--- src/rtl/hfx_pkg.sv ---
package hfx_pkg;

    typedef enum logic [1:0] {
        S_IDLE = 2'd0,
        S_CAPT = 2'd1,
        S_DONE = 2'd2
    } hfx_state_e;

    localparam logic [1:0] BASE_L2 = 2'b01;
    localparam logic [1:0] BASE_L3 = 2'b10;

    localparam int unsigned FLD_W  = 16;
    localparam int unsigned BYTE_W = 8;

endpackage

--- src/rtl/hfx_seq.sv ---
module hfx_seq
    import hfx_pkg::*;
#(
    parameter int unsigned LEN_W = 8,
    parameter int unsigned POS_W = 10
) (
    input  logic             clk,
    input  logic             rst_n,
    input  logic             hdr_start,
    input  logic             hdr_valid,
    input  logic             hdr_end,
    input  logic [LEN_W-1:0] l2_len,
    input  logic [LEN_W-1:0] l3_len,
    output logic             beat_ok,
    output logic             beat_clr,
    output logic [POS_W-1:0] beat_idx,
    output logic [LEN_W-1:0] l2_cur,
    output logic [LEN_W-1:0] l3_cur,
    output logic             done
);

    localparam logic [POS_W-1:0] IDX_MAX = '1;

    hfx_state_e       state_q, state_d;
    logic [POS_W-1:0] idx_q;
    logic [LEN_W-1:0] l2_q, l3_q;

    // beat qualification
    assign beat_clr = hdr_valid & hdr_start;
    assign beat_ok  = hdr_valid & (hdr_start | (state_q == S_CAPT));
    assign beat_idx = hdr_start ? '0 : idx_q;
    assign l2_cur   = beat_clr ? l2_len : l2_q;
    assign l3_cur   = beat_clr ? l3_len : l3_q;

    // state register
    always_ff @(posedge clk) begin
        if (!rst_n) begin
            state_q <= S_IDLE;
        end else begin
            state_q <= state_d;
        end
    end

    // next-state logic
    always_comb begin
        state_d = state_q;
        unique case (state_q)
            S_IDLE, S_DONE: begin
                if (beat_clr) begin
                    state_d = hdr_end ? S_DONE : S_CAPT;
                end else begin
                    state_d = S_IDLE;
                end
            end
            S_CAPT: begin
                if (beat_ok && hdr_end) begin
                    state_d = S_DONE;
                end
            end
            default: state_d = S_IDLE;
        endcase
    end

    // outputs
    always_comb begin
        done = (state_q == S_DONE);
    end

    // byte counter and sampled lengths
    always_ff @(posedge clk) begin
        if (!rst_n) begin
            idx_q <= '0;
            l2_q  <= '0;
            l3_q  <= '0;
        end else begin
            if (beat_ok) begin
                idx_q <= (beat_idx == IDX_MAX) ? IDX_MAX : beat_idx + POS_W'(1);
            end
            if (beat_clr) begin
                l2_q <= l2_len;
                l3_q <= l3_len;
            end
        end
    end

endmodule

--- src/rtl/hfx_slot.sv ---
module hfx_slot
    import hfx_pkg::*;
#(
    parameter int unsigned LEN_W = 8,
    parameter int unsigned CFG_W = 8,
    parameter int unsigned POS_W = 10
) (
    input  logic              clk,
    input  logic              rst_n,
    input  logic [CFG_W-1:0]  cfg,
    input  logic [LEN_W-1:0]  l2_cur,
    input  logic [LEN_W-1:0]  l3_cur,
    input  logic              beat_ok,
    input  logic              beat_clr,
    input  logic [POS_W-1:0]  beat_idx,
    input  logic [BYTE_W-1:0] beat_data,
    output logic [FLD_W-1:0]  fld,
    output logic              fvld
);

    localparam int unsigned OFF_W = CFG_W - 2;

    logic [1:0]        code;
    logic [OFF_W-1:0]  off;
    logic              en;
    logic [POS_W-1:0]  base_w, pos_w, pos_nx;
    logic              hi_hit, lo_hit;
    logic              got_hi, got_lo;
    logic [BYTE_W-1:0] hi_q, lo_q;

    // position arithmetic
    always_comb begin
        code   = cfg[CFG_W-1 -: 2];
        off    = cfg[OFF_W-1:0];
        en     = (code == BASE_L2) || (code == BASE_L3);
        base_w = (code == BASE_L3) ? (POS_W'(l2_cur) + POS_W'(l3_cur)) : POS_W'(l2_cur);
        pos_w  = base_w + (POS_W'(off) << 1);
        pos_nx = pos_w + POS_W'(1);
        hi_hit = beat_ok & en & (beat_idx == pos_w);
        lo_hit = beat_ok & en & (beat_idx == pos_nx) & got_hi & ~beat_clr;
    end

    // capture
    always_ff @(posedge clk) begin
        if (!rst_n) begin
            got_hi <= 1'b0;
            got_lo <= 1'b0;
            hi_q   <= '0;
            lo_q   <= '0;
        end else begin
            if (beat_clr) begin
                got_hi <= 1'b0;
                got_lo <= 1'b0;
                hi_q   <= '0;
                lo_q   <= '0;
            end
            if (hi_hit) begin
                got_hi <= 1'b1;
                hi_q   <= beat_data;
            end
            if (lo_hit) begin
                got_lo <= 1'b1;
                lo_q   <= beat_data;
            end
        end
    end

    assign fvld = got_hi & got_lo;
    assign fld  = fvld ? {hi_q, lo_q} : '0;

endmodule

--- src/rtl/hfx_extract.sv ---
module hfx_extract
    import hfx_pkg::*;
#(
    parameter int unsigned SLOTS = 9,
    parameter int unsigned LEN_W = 8,
    parameter int unsigned CFG_W = 8
) (
    input  logic                     clk,
    input  logic                     rst_n,
    input  logic                     hdr_start,
    input  logic                     hdr_valid,
    input  logic                     hdr_end,
    input  logic [7:0]               hdr_data,
    input  logic [LEN_W-1:0]         l2_len,
    input  logic [LEN_W-1:0]         l3_len,
    input  logic [SLOTS*CFG_W-1:0]   slot_cfg,
    output logic [SLOTS*16-1:0]      field_data,
    output logic [SLOTS-1:0]         field_vld,
    output logic                     done
);

    localparam int unsigned POS_W = LEN_W + 2;

    logic             beat_ok, beat_clr;
    logic [POS_W-1:0] beat_idx;
    logic [LEN_W-1:0] l2_cur, l3_cur;

    hfx_seq #(
        .LEN_W(LEN_W),
        .POS_W(POS_W)
    ) u_seq (
        .clk      (clk),
        .rst_n    (rst_n),
        .hdr_start(hdr_start),
        .hdr_valid(hdr_valid),
        .hdr_end  (hdr_end),
        .l2_len   (l2_len),
        .l3_len   (l3_len),
        .beat_ok  (beat_ok),
        .beat_clr (beat_clr),
        .beat_idx (beat_idx),
        .l2_cur   (l2_cur),
        .l3_cur   (l3_cur),
        .done     (done)
    );

    for (genvar gi = 0; gi < SLOTS; gi++) begin : g_slot
        hfx_slot #(
            .LEN_W(LEN_W),
            .CFG_W(CFG_W),
            .POS_W(POS_W)
        ) u_slot (
            .clk      (clk),
            .rst_n    (rst_n),
            .cfg      (slot_cfg[gi*CFG_W +: CFG_W]),
            .l2_cur   (l2_cur),
            .l3_cur   (l3_cur),
            .beat_ok  (beat_ok),
            .beat_clr (beat_clr),
            .beat_idx (beat_idx),
            .beat_data(hdr_data),
            .fld      (field_data[gi*FLD_W +: FLD_W]),
            .fvld     (field_vld[gi])
        );
    end

endmodule

--- config.mk ---
export PLATFORM = sky130hd
export DESIGN_NAME = hfx_extract
export DESIGN_NICKNAME = d
export VERILOG_FILES = /design/src/rtl/hfx_pkg.sv /design/src/rtl/hfx_seq.sv /design/src/rtl/hfx_slot.sv /design/src/rtl/hfx_extract.sv
export SDC_FILE = /design/constraint.sdc
export NUM_CORES = 1
export LEC_CHECK = 0
export CAP_MARGIN = 20
export CORE_UTILIZATION = 60
export DETAILED_ROUTE_END_ITERATION = 8
export DONT_BUFFER_PORTS = 1
export PLACE_DENSITY = 0.82
export SYNTH_ARGS = -nofsm -noshare
export SYNTH_HDL_FRONTEND = slang
export SYNTH_SLANG_ARGS = --single-unit
--- constraint.sdc ---
create_clock -name clk -period 10.65 [get_ports clk]
set_input_delay 1.065 -clock clk [delete_from_list [all_inputs] [get_ports clk]]
set_output_delay 1.065 -clock clk [all_outputs]
set_load 0.01 [all_outputs]
== Yosys cells after proc, flatten, opt, wreduce, memory -nomap -nowiden ==
Cells that the tools add are included.
Word-level totals
  register bits: 190
  output and inout bits: 154
  input bits: 101
  logic and storage cells: 252
Operators by class
  reduce and logical (&&, ||, !) cells: 30
  $add $sub $neg: 20
  mux-type cells: 64
  bitwise gates (word level): 58
  eq/ne operators: 40
Operators with widths (count)
  $eq A10 B10 Y1: 18
  $mux W8: 21
  $mux W16: 9
  $mux W10: 11
  $add A10 B1 Y10 const B: 10
  $add A10 B7 Y10: 9
  $and A1 B1 Y1: 56
  $reduce_bool A2 Y1: 18
  $eq A2 B1 Y1 const B: 10
  $eq A2 B2 Y1 const B: 10
  $mux W1: 19
  $eq A10 B10 Y1 const B: 1
  $add A8 B8 Y9: 1
  $logic_or A1 B1 Y1: 9
  $mux W2: 3
  $pmux W2 S2: 1
  $logic_not A2 Y1: 1
  $ne A2 B2 Y1 const B: 1
  $reduce_or A2 Y1: 1
  $logic_and A1 B1 Y1: 1
  $not A1 Y1: 1
  $or A1 B1 Y1: 1

== Longest topological paths before layout ==
  depth after elaboration: 11
  depth in mapped cells: 24
  depth with buffers taken out: 20

== Hierarchy ==
A second synthesis with hierarchy kept.
Second synthesis, totals
  cells, all modules: 2407
  area, all modules: 20450.9 um2
By module, submodules not included
  hfx_slot at g_slot[0].u_slot ...: sequential area each 360.3 um2, cells each 246, area each 2124.5 um2, instances 5
  hfx_slot at g_slot[7].u_slot: sequential area each 360.3 um2, cells each 279, area each 2237.1 um2, instances 1
  hfx_slot at g_slot[8].u_slot: sequential area each 360.3 um2, cells each 262, area each 2138.3 um2, instances 1
  hfx_slot at g_slot[1].u_slot: sequential area each 360.3 um2, cells each 241, area each 2069.5 um2, instances 1
  hfx_slot at g_slot[6].u_slot: sequential area each 360.3 um2, cells each 254, area each 2019.4 um2, instances 1
  hfx_seq: sequential area each 560.5 um2, cells each 141, area each 1363.8 um2, instances 1

== Worst setup path after synthesis ==
No wires, ideal clock.
  path kind: input port to flip-flop
  start: input hdr_start
  end: register g_slot[5].u_slot.lo_q[0]
  cell stages on the path: 19
  required time: 10577 ps
  library setup time: 73 ps
  path slack: 4318 ps
  data arrival time: 6259 ps
  buffers on the path: 3
  cells stage by stage: buf_2 nand2_2 buf_1 mux2_2 ha_1 fa_1 xnor2_1 a21oi_1 fa_1 xnor2_1 nand3b_1 or4_1 nor3b_2 mux2_2 o2111ai_1 a211o_1 a2111oi_2 buf_4 mux2i_1
Between the ends
  cells in the longest elaborated chain, start to end: 11
  elaborated cells on any way between the ends: 18
  classes of those cells: add/sub: 3; eq/ne: 1; mux: 5; bitwise: 8; reduce/logical: 1
Ends and longest elaborated chain
  start, declared: line hfx_extract.sv:10  | input logic hdr_start,
  $and A1 B1 Y1 (*): line hfx_seq.sv:29  | assign beat_clr = hdr_valid & hdr_start;
  $mux W8 (*): line hfx_seq.sv:33  | assign l3_cur = beat_clr ? l3_len : l3_q;
  named net g_slot[0].u_slot.l3_cur[0]: line hfx_slot.sv:12  | input logic [LEN_W-1:0] l3_cur,
  $add A8 B8 Y9 (*): line hfx_slot.sv:36  | base_w = (code == BASE_L3) ? (POS_W'(l2_cur) + POS_W'(l3_cur)) : POS_W'(l2_cur);
  $mux W10 (*): line hfx_slot.sv:36
  $add A10 B7 Y10 (*): line hfx_slot.sv:37  | pos_w = base_w + (POS_W'(off) << 1);
  $add A10 B1 Y10 (*): line hfx_slot.sv:38  | pos_nx = pos_w + POS_W'(1);
  $eq A10 B10 Y1 (*): line hfx_slot.sv:40  | lo_hit = beat_ok & en & (beat_idx == pos_nx) & got_hi & ~beat_clr;
  $and A1 B1 Y1 (*) (3 in series): line hfx_slot.sv:40
  $mux W8 or $reduce_bool A2 Y1 (tied branches)
  end signal, assigned: line hfx_slot.sv:63  | lo_q <= beat_data;
  end, declared: line hfx_slot.sv:29  | logic [BYTE_W-1:0] hi_q, lo_q;
The timed path passes the listed nets; every way through them passes the cells marked *.
A chain may end at the register's enable or synchronous reset.

== Worst setup path after layout ==
  start: input hdr_start
  end: register g_slot[8].u_slot.lo_q[6]
Between the ends
  cells in the longest elaborated chain, start to end: 11
  elaborated cells on any way between the ends: 18
  classes of those cells: add/sub: 3; eq/ne: 1; mux: 5; bitwise: 8; reduce/logical: 1
Ends and longest elaborated chain
  $and A1 B1 Y1 (*): line hfx_seq.sv:29
  $mux W8 (*): line hfx_seq.sv:32  | assign l2_cur = beat_clr ? l2_len : l2_q;
  named net g_slot[0].u_slot.l2_cur[4]: line hfx_slot.sv:11  | input logic [LEN_W-1:0] l2_cur,
  $add A8 B8 Y9: line hfx_slot.sv:36
  $mux W10 (*): line hfx_slot.sv:36
  $add A10 B7 Y10 (*): line hfx_slot.sv:37
  $add A10 B1 Y10 (*): line hfx_slot.sv:38
  $eq A10 B10 Y1 (*): line hfx_slot.sv:40
  $and A1 B1 Y1 (*) (3 in series): line hfx_slot.sv:40
  $mux W8 or $reduce_bool A2 Y1 (tied branches)
  end signal, assigned: line hfx_slot.sv:63
  end, declared: line hfx_slot.sv:29
Marked as above.

==> metrics.yaml <==
status: "finished, final reports clean"
postCtsSetupRepairBufs: 0
grt_overflow: 0
ant_nets: 0
clk_path_buf_depth: 2
gp_congestion: 0.962
first_pass_iters: 5
vias_per_cell: 6.85
hold_depth: 2
drive_gt1_frac: 0.0619
grt_first_pass_wirelength_um: 76100
drv_cap: 0
drt_iter0_markers: 1667
period_share: 0.644
min_path_type: "flop to flop"
drcViolationCount: 0
power.leakage_nw: 7.05
fin_setup_tns_ns: 0
yosysUniqueCellTypes: 91
total_power_mw: 2.15
dieArea_um2: 26700
io_buffers: 0
instances_no_fill: 2173
coreArea_um2: 25300
worst-path-buf-inv: 2
hold_start: "g_slot[5].u_slot.lo_q[3]"
crit_type: "primary input to flop"
slew-limit-headroom: 0.201
rrSetupSlack_ns: 4.59
syn2layout_area_growth_pct: 4.05
fin_crit_ns: 6.85
avgRoutedWirePerCell_um: 23.4
crit_chain: "nand2_2 > mux2i_1 > inv_1 > ha_1 > a21oi_1 > o21a_1 > xnor2_1 > buf_4 > nand2_1 > o21ai_0 > ha_1 > a21oi_1 > xnor2_1 > nor4b_1 > nor3_1 > a211oi_1 > nor3b_1 > o2111ai_1 > mux2i_1"
power_density_nw_per_um2: 132
crit_family: "compound AO/OA/AOI/OAI gates"
fp-row-count: 58
synth-seq-cells: 190
synth_area_um2: 15600
finalSetupViolCount: 0
rsz0062_at_grt: "false"
clk_pin_slew_worst_paths_ns: 0.08
antenna_found_initial: 0
fin_nets: 2040
hold_viol_final: 0
dpl.hpwl_um: 36800
hold_buffers: 0
tightest_slew_ns: 1.20
cts-root-buf: "clkbuf_16"
antenna_cells: 0
synthArstFlopShare: 0
final_max_slew_viol_count: 0
dp.cells: 2140
hold_end: "g_slot[5].u_slot.lo_q[3]"
ir_worst_vdd_mv: 0.116
yosys_warnings: 0
crit_fanout: 37
required_ns: 11.00
num_vias: 14900
insertion_delay_ns: 0.45
pin_count: 255
timing.hold.ws_ns: 0.460
yosysSeqAreaShare: 0.244
fp.dieW_um: 163
synth_enable_flop_cells: 0
reg2reg_depth: 18
startpoint_type: "primary input"
numCtsBuffers: 17
ys.flop_type: "dfxtp_1"
grt_max_degree: 81
r2r-start: "u_seq.l2_q[4]"
r2r_end: "g_slot[8].u_slot.lo_q[6]"
cp.arrival_ns: 7.21
cpPeakStageDelay_ns: 0.90
cts_tree: "yes"
syn_area_per_cell_um2: 8.11
clkSinkCount: 190
yosysMostFrequentCell: "nand2_1"
dieHeight_um: 163
synth_area_leaders: "dfxtp_1 (24%), ha_1 (7.9%), xnor2_1 (7.5%)"
grt_use_total: 0.368
synthesis.nets: 2137
synthTopCellsByCount: "nand2_1 (194), dfxtp_1 (190), and3_1 (165)"
grt_pass1_vias: 13800
netlist.area_leader.share: 0.244
finalClockSkew_ns: 0.0264
yosysTopAreaCell: "dfxtp_1"
syn_inst: 1927
routed_wl_um: 50900
cts_resized: 0
ctsHtreeMaxLevel: 4
max_freq_mhz: 146
cp-end-kind: "flop"
critical_path.slowest_cell: "o2111ai_1"
fillers: 2137
start_util: 0.617
==> registers in the layout, summed over array words and instances, names as in the netlist <==
name and flops:
u_seq.l3_q 8, u_seq.idx_q 10, g_slot.u_slot.hi_q 72, g_slot.u_slot.lo_q 72
g_slot.u_slot.got_hi 9, u_seq.state_q 2, g_slot.u_slot.got_lo 9, u_seq.l2_q 8
==> cell type report <==
| class | instances | area [um^2] | area share |
|---|---|---|---|
| Multi-Input combinational cell | 1553 | 11100 | 0.681 |
| Inverter | 42 | 158 | 0.00970 |
| Tap cell | 330 | 413 | 0.0254 |
| Clock inverter | 14 | 183 | 0.0112 |
| Sequential cell | 190 | 3800 | 0.234 |
| Timing Repair Buffer | 26 | 195 | 0.0120 |
| Clock buffer | 18 | 439 | 0.0270 |
==> stage by stage <==
stage          cell area, um^2  utilization  worst slack (ns)
6_report                 16300        0.642              3.80
5_1_grt                  16300        0.642              3.42
4_1_cts                  16200        0.641              4.02
3_5_place_dp             15600        0.617              3.57
3_3_place_gp             15600        0.617              3.75
2_1_floorplan            15600            -              4.32
==> worst register-to-register path: stages, from the launching register on <==
cell	delay [ns]
dfxtp_1	0.30
mux2i_1	0.68
inv_1	0.12
ha_1	0.39
a21oi_1	0.33
o21a_1	0.36
xnor2_1	0.33
buf_4	0.24
nand2_1	0.05
o21ai_0	0.21
ha_1	0.34
a21oi_1	0.27
xnor2_1	0.18
nor4b_1	0.51
nor3_1	0.14
a211oi_1	0.27
nor3b_1	0.09
o2111ai_1	0.90
mux2i_1	0.28
==> how the worst max path moves through the flow <==
stage	endpoint	cells after the start	start	slack, ns
CTS	g_slot[8].u_slot.lo_q[6]	19	hdr_start	4.02
detailed placement	g_slot[8].u_slot.lo_q[3]	19	hdr_start	3.57
global placement	g_slot[4].u_slot.hi_q[1]	19	hdr_start	3.75
global route	g_slot[8].u_slot.lo_q[5]	19	hdr_start	3.42
finish	g_slot[8].u_slot.lo_q[6]	19	hdr_start	3.80
floorplan	g_slot[5].u_slot.lo_q[0]	19	hdr_start	4.32
==> cell usage in the layout (no fill, tap or decap), types with 10 or more instances in the layout <==
cell type,instances
nand2_1,194
dfxtp_1,190
and3_1,165
xnor2_1,133
a21oi_1,117
ha_1,99
mux2i_1,81
nor2_1,75
o21ai_0,60
nand3_1,46
nand3b_1,45
xor2_1,39
inv_1,38
and2_1,35
a22o_1,34
nand4_1,31
nor2b_1,30
a21o_1,28
nand2b_1,26
a21boi_0,26
buf_4,26
mux2_2,23
nor3_1,19
a21boi_1,17
clkbuf_16,17
o21a_1,15
a31oi_1,14
nor4_1,12
a32oi_1,10
o32ai_1,10
o2111ai_1,10
fa_1,10
==> kinds of logic after synthesis <==
group                    count (synthesis)  share of synthesized area
multiplexers                           105                     0.0694
AND/OR/NAND/NOR                        743                      0.261
flip-flops                             190                      0.244
adder cells (fa/ha/maj)                109                     0.0921
XOR/XNOR                               175                      0.101
buffers and inverters                  184                     0.0489
AO/OA/AOI/OAI                          421                      0.184
==> routing by layer <==
metal	track usage	share of wire	wire length (um)	vias to the layer above
li1	-	-	-	6755
met1	0.444	0.39	19600	7073
met2	0.605	0.46	23400	853
met3	0.0940	0.10	5340	198
met4	0.185	0.049	2470	0
met5	0	0	0	-
==> report_power, final <==
group | leakage (nW) | switching, mW | total [mW] | internal (mW)
combinational | 5.21 | 0.445 | 0.739 | 0.294
sequential | 1.53 | 0.00667 | 0.723 | 0.716
clock | 0.302 | 0.360 | 0.690 | 0.330
No activity file was read; power rests on OpenSTA's default activity.
